`src/rtl/sc_irq_ctrl.sv`:
```
module sc_irq_ctrl #(
  parameter int NSRC = 5,
  parameter int DW   = 8
) (
  input  logic            clk,
  input  logic            rst_n,
  input  logic [NSRC-1:0] src_evt,
  input  logic            wr_en,
  input  logic [DW-1:0]   wdata,
  input  logic            rd_en,
  output logic [DW-1:0]   rdata,
  output logic            irq
);
  localparam int MODE_BIT = DW - 1;
  localparam int PAD      = DW - 1 - NSRC;

  logic [NSRC-1:0] mask_q, mask_d, flag_q, flag_d, flag_kept, sel;
  logic            pend_q, pend_d, pend_kept, set_mode;

  assign sel       = wdata[NSRC-1:0];
  assign set_mode  = wdata[MODE_BIT];
  assign mask_d    = !wr_en ? mask_q : (set_mode ? (mask_q | sel) : (mask_q & ~sel));
  assign flag_kept = rd_en ? '0 : flag_q;
  assign pend_kept = rd_en ? 1'b0 : pend_q;
  assign flag_d    = flag_kept | src_evt;
  assign pend_d    = pend_kept
                   | (|(src_evt & mask_d))
                   | (wr_en & set_mode & (|(sel & flag_kept)));

  always_ff @(posedge clk or negedge rst_n) begin
    if (!rst_n) begin
      mask_q <= '0;
      flag_q <= '0;
      pend_q <= 1'b0;
    end else begin
      mask_q <= mask_d;
      flag_q <= flag_d;
      pend_q <= pend_d;
    end
  end

  assign rdata = {pend_q, {PAD{1'b0}}, flag_q};
  assign irq   = pend_q;
endmodule

```
`config.mk`:
```
export PLATFORM = sky130hd
export DESIGN_NAME = sc_irq_ctrl
export DESIGN_NICKNAME = d
export VERILOG_FILES = /design/src/rtl/sc_irq_ctrl.sv
export SDC_FILE = /design/constraint.sdc
export NUM_CORES = 1
export LEC_CHECK = 0
export CAP_MARGIN = 25
export CORE_AREA = 2 2 39 41
export DETAILED_ROUTE_END_ITERATION = 12
export DIE_AREA = 0 0 41 43
export DONT_BUFFER_PORTS = 1
export HOLD_SLACK_MARGIN = 0.05
export MAX_ROUTING_LAYER = met4
export PLACE_DENSITY = 0.63
export SYNTH_ARGS = -nofsm -noshare
export SYNTH_HDL_FRONTEND = slang
export SYNTH_SLANG_ARGS = --single-unit
```
`constraint.sdc`:
```
create_clock -name clk -period 1.7 [get_ports clk]
set_input_delay 0.255 -clock clk [delete_from_list [all_inputs] [get_ports clk]]
set_output_delay 0.255 -clock clk [all_outputs]
set_load 0.01 [all_outputs]
```
==> flow_metrics.env <==
export IMPL_status="complete, no violations"
export IMPL_finClkSkew_ns=0.00285
export IMPL_first_pass_iters=4
export IMPL_yosysUniqueCellTypes=16
export IMPL_antenna_found_initial=0
export IMPL_dr_total_vias=317
export IMPL_worstReg2RegEnd="irq$_DFF_PN0_"
export IMPL_hold_start="src_evt[2]"
export IMPL_syn_to_final_growth_pct=7.50
export IMPL_critPathCaptureType="flip-flop"
export IMPL_die_width_um=41
export IMPL_synth_top_cell_by_area="dfrtp_1"
export IMPL_rsz0062_at_grt="false"
export IMPL_fin_crit_ns=1.31
export IMPL_diodes=0
export IMPL_wl_per_cell_um=17.6
export IMPL_cts_resized=0
export IMPL_hold_viol=0
export IMPL_synth_enable_flop_cells=0
export IMPL_syn_mean_instance_area_sq_um=12.8
export IMPL_setup_violations=0
export IMPL_core_sq_um=1380
export IMPL_grt_overflow=0
export IMPL_whs_ns=0.0777
export IMPL_cts_max_level=1
export IMPL_gp_congestion=0.762
export IMPL_yosysTopAreaCellShare_pct=55.0
export IMPL_die_h_um=43
export IMPL_grt_usage_pct=14.1
export IMPL_ios=26
export IMPL_grt_pass1_vias=372
export IMPL_clk_latency_ns=0.26
export IMPL_drt_total_wl_mm=1.02
export IMPL_netlist_top_cells_count="11 x dfrtp_1, 5 x a21o_1, 5 x nand2_1"
export IMPL_pwr_share_clk_pct=31.3
export IMPL_final_layout_size_suffix_gt1_share_pct=26.2
export IMPL_reg2reg_from="flag_q[2]$_DFF_PN0_"
export IMPL_path_max_fanout=3
export IMPL_tightest_slew_ns=0.503
export IMPL_ir_drop_uv=315
export IMPL_crit_path_start_kind="flip-flop"
export IMPL_clkTransAtPathRegs_ns=0.07
export IMPL_seqPwrFrac_pct=55.8
export IMPL_seq_area_frac_synth_pct=55.0
export IMPL_endpoint="irq$_DFF_PN0_"
export IMPL_p_int_mw=0.421
export IMPL_switching_share_pct=24.7
export IMPL_cts_root_buf="clkbuf_4"
export IMPL_p_comb_share_pct=12.9
export IMPL_r2r_setup_slack_ns=0.39
export IMPL_post_synth_top_count_cell="dfrtp_1"
export IMPL_rows=14
export IMPL_p_per_area_nw_per_um2=1040
export IMPL_cp_startpoint="flag_q[2]$_DFF_PN0_"
export IMPL_p_leak_nw=0.243
export IMPL_relSlewSlack_pct=66.3
export IMPL_ys_flop_type="dfrtp_1"
export IMPL_setup_tns_ns=0
export IMPL_numCtsBuffers=3
export IMPL_antenna_left=0
export IMPL_viasPerCell=5.47
export IMPL_fin_nets=60
export IMPL_setup_worst_path_class="flip-flop to flip-flop"
export IMPL_p_sw_mw=0.138
export IMPL_final_max_slew_violation_count=0
export IMPL_holdCritPathClass="input port to flip-flop"
export IMPL_clock_sinks=11
export IMPL_clockBufferDepth=2
export IMPL_dr_first_iter_drc_count=2
export IMPL_fmax_ghz=0.762
export IMPL_fin_crit_sh_pct=77.2
export IMPL_grt_max_degree=12
export IMPL_reg2reg_depth=4
export IMPL_crit_required_ns=1.84
export IMPL_ys_warn_count=0
export IMPL_syn_area_sq_um=500
export IMPL_synth_area_leaders="dfrtp_1 55%, mux2_4 9.0%, a21o_1 7.5%"
export IMPL_cp_arrival_ns=1.45
export IMPL_cts_tree="done"
export IMPL_max_cap_violations=0
export IMPL_drc_errors=0
export IMPL_hold_depth=1
export IMPL_start_util_pct=36.2
export IMPL_dieArea_sq_um=1760
export IMPL_yosys_register_bits=11
export IMPL_portBuffers=0
export IMPL_grt_pass1_wl_mm=1.52
export IMPL_synthCells=39
export IMPL_async_flop_share_pct=100
[placed cells by master, fill, tap and decap left out, types with 2 or more instances in the layout]
cell,netlist,layout
clkbuf_4,0,3
conb_1,1,2
a22oi_1,2,2
nand2_1,5,5
a21o_1,5,5
mux2_4,3,3
dfrtp_1,11,11
[through the flow]
stage               utilization [%]  cell area, sq um  std cells  total power [mW]  worst slack [ns]
global placement               36.3               502         53             0.380             0.414
CTS                            38.9               538         58             0.568             0.368
floorplan                         -               504         40             0.377             0.474
global route                   38.9               538         58             0.585             0.297
detailed placement             36.3               502         53             0.384             0.378
finish                         38.9               538         58             0.559             0.388
[layout make-up]
| cell class | count | area, sq um |
|---|---|---|
| Clock buffer | 4 | 26.3 |
| Fill cell | 134 | 846 |
| Inverter | 1 | 3.75 |
| Multi-Input combinational cell | 25 | 203 |
| Sequential cell | 11 | 275 |
| Tap cell | 16 | 20.0 |
| Timing Repair Buffer | 1 | 10.0 |
[sequential cells by signal, summed over array words and instances (netlist names)]
signal,count
flag_q,5
mask_q,5
irq,1
[cell families after synthesis]
family | Yosys count | synth area share, %
AOI/OAI and AO/OA | 11 | 19.5
buffers and inverters | 4 | 5.25
DFF | 11 | 55.0
muxes | 5 | 13.5
other | 1 | 0.749
and+or+nand+nor | 7 | 6.00
[critical path, cell delays in order, from the launching register on]
cell,delay [ns]
dfrtp_1,0.44
a222oi_1,0.34
a211oi_1,0.13
a221oi_2,0.18
nand3_1,0.10
[per-layer routing]
metal | global-route usage (%) | up-vias | wire (um)
met5 | - | - | 0
met2 | 20.9 | 12 | 561
met1 | 13.2 | 157 | 350
met4 | 14.0 | 0 | 19
met3 | 4.19 | 2 | 87
li1 | - | 146 | -
[timing repair]
item                                   4_1_cts  5_1_grt
endpoints found under the hold margin       11        0
setup buffers                                0        0
hold buffers                                 1        0
[power groups by stage]
stage	Clock [mW]	Sequential [mW]	Combinational [mW]
2_1_floorplan	0	0.311	0.0663
3_3_place_gp	0	0.316	0.0635
3_5_place_dp	0	0.318	0.0658
4_1_cts	0.182	0.313	0.0731
5_1_grt	0.191	0.315	0.0798
6_report	0.175	0.312	0.0721
[worst min-delay path by stage]
| stage | endpoint | slack (ns) |
|---|---|---|
| 2_1_floorplan | flag_q[0]$_DFF_PN0_ | -0.04 |
| 3_3_place_gp | mask_q[1]$_DFF_PN0_ | -0.04 |
| 3_5_place_dp | mask_q[4]$_DFF_PN0_ | -0.04 |
| 4_1_cts | flag_q[2]$_DFF_PN0_ | 0.07 |
| 5_1_grt | flag_q[4]$_DFF_PN0_ | 0.07 |
| 6_report | flag_q[2]$_DFF_PN0_ | 0.08 |
Note: power is estimated with default switching activity, not from simulation.
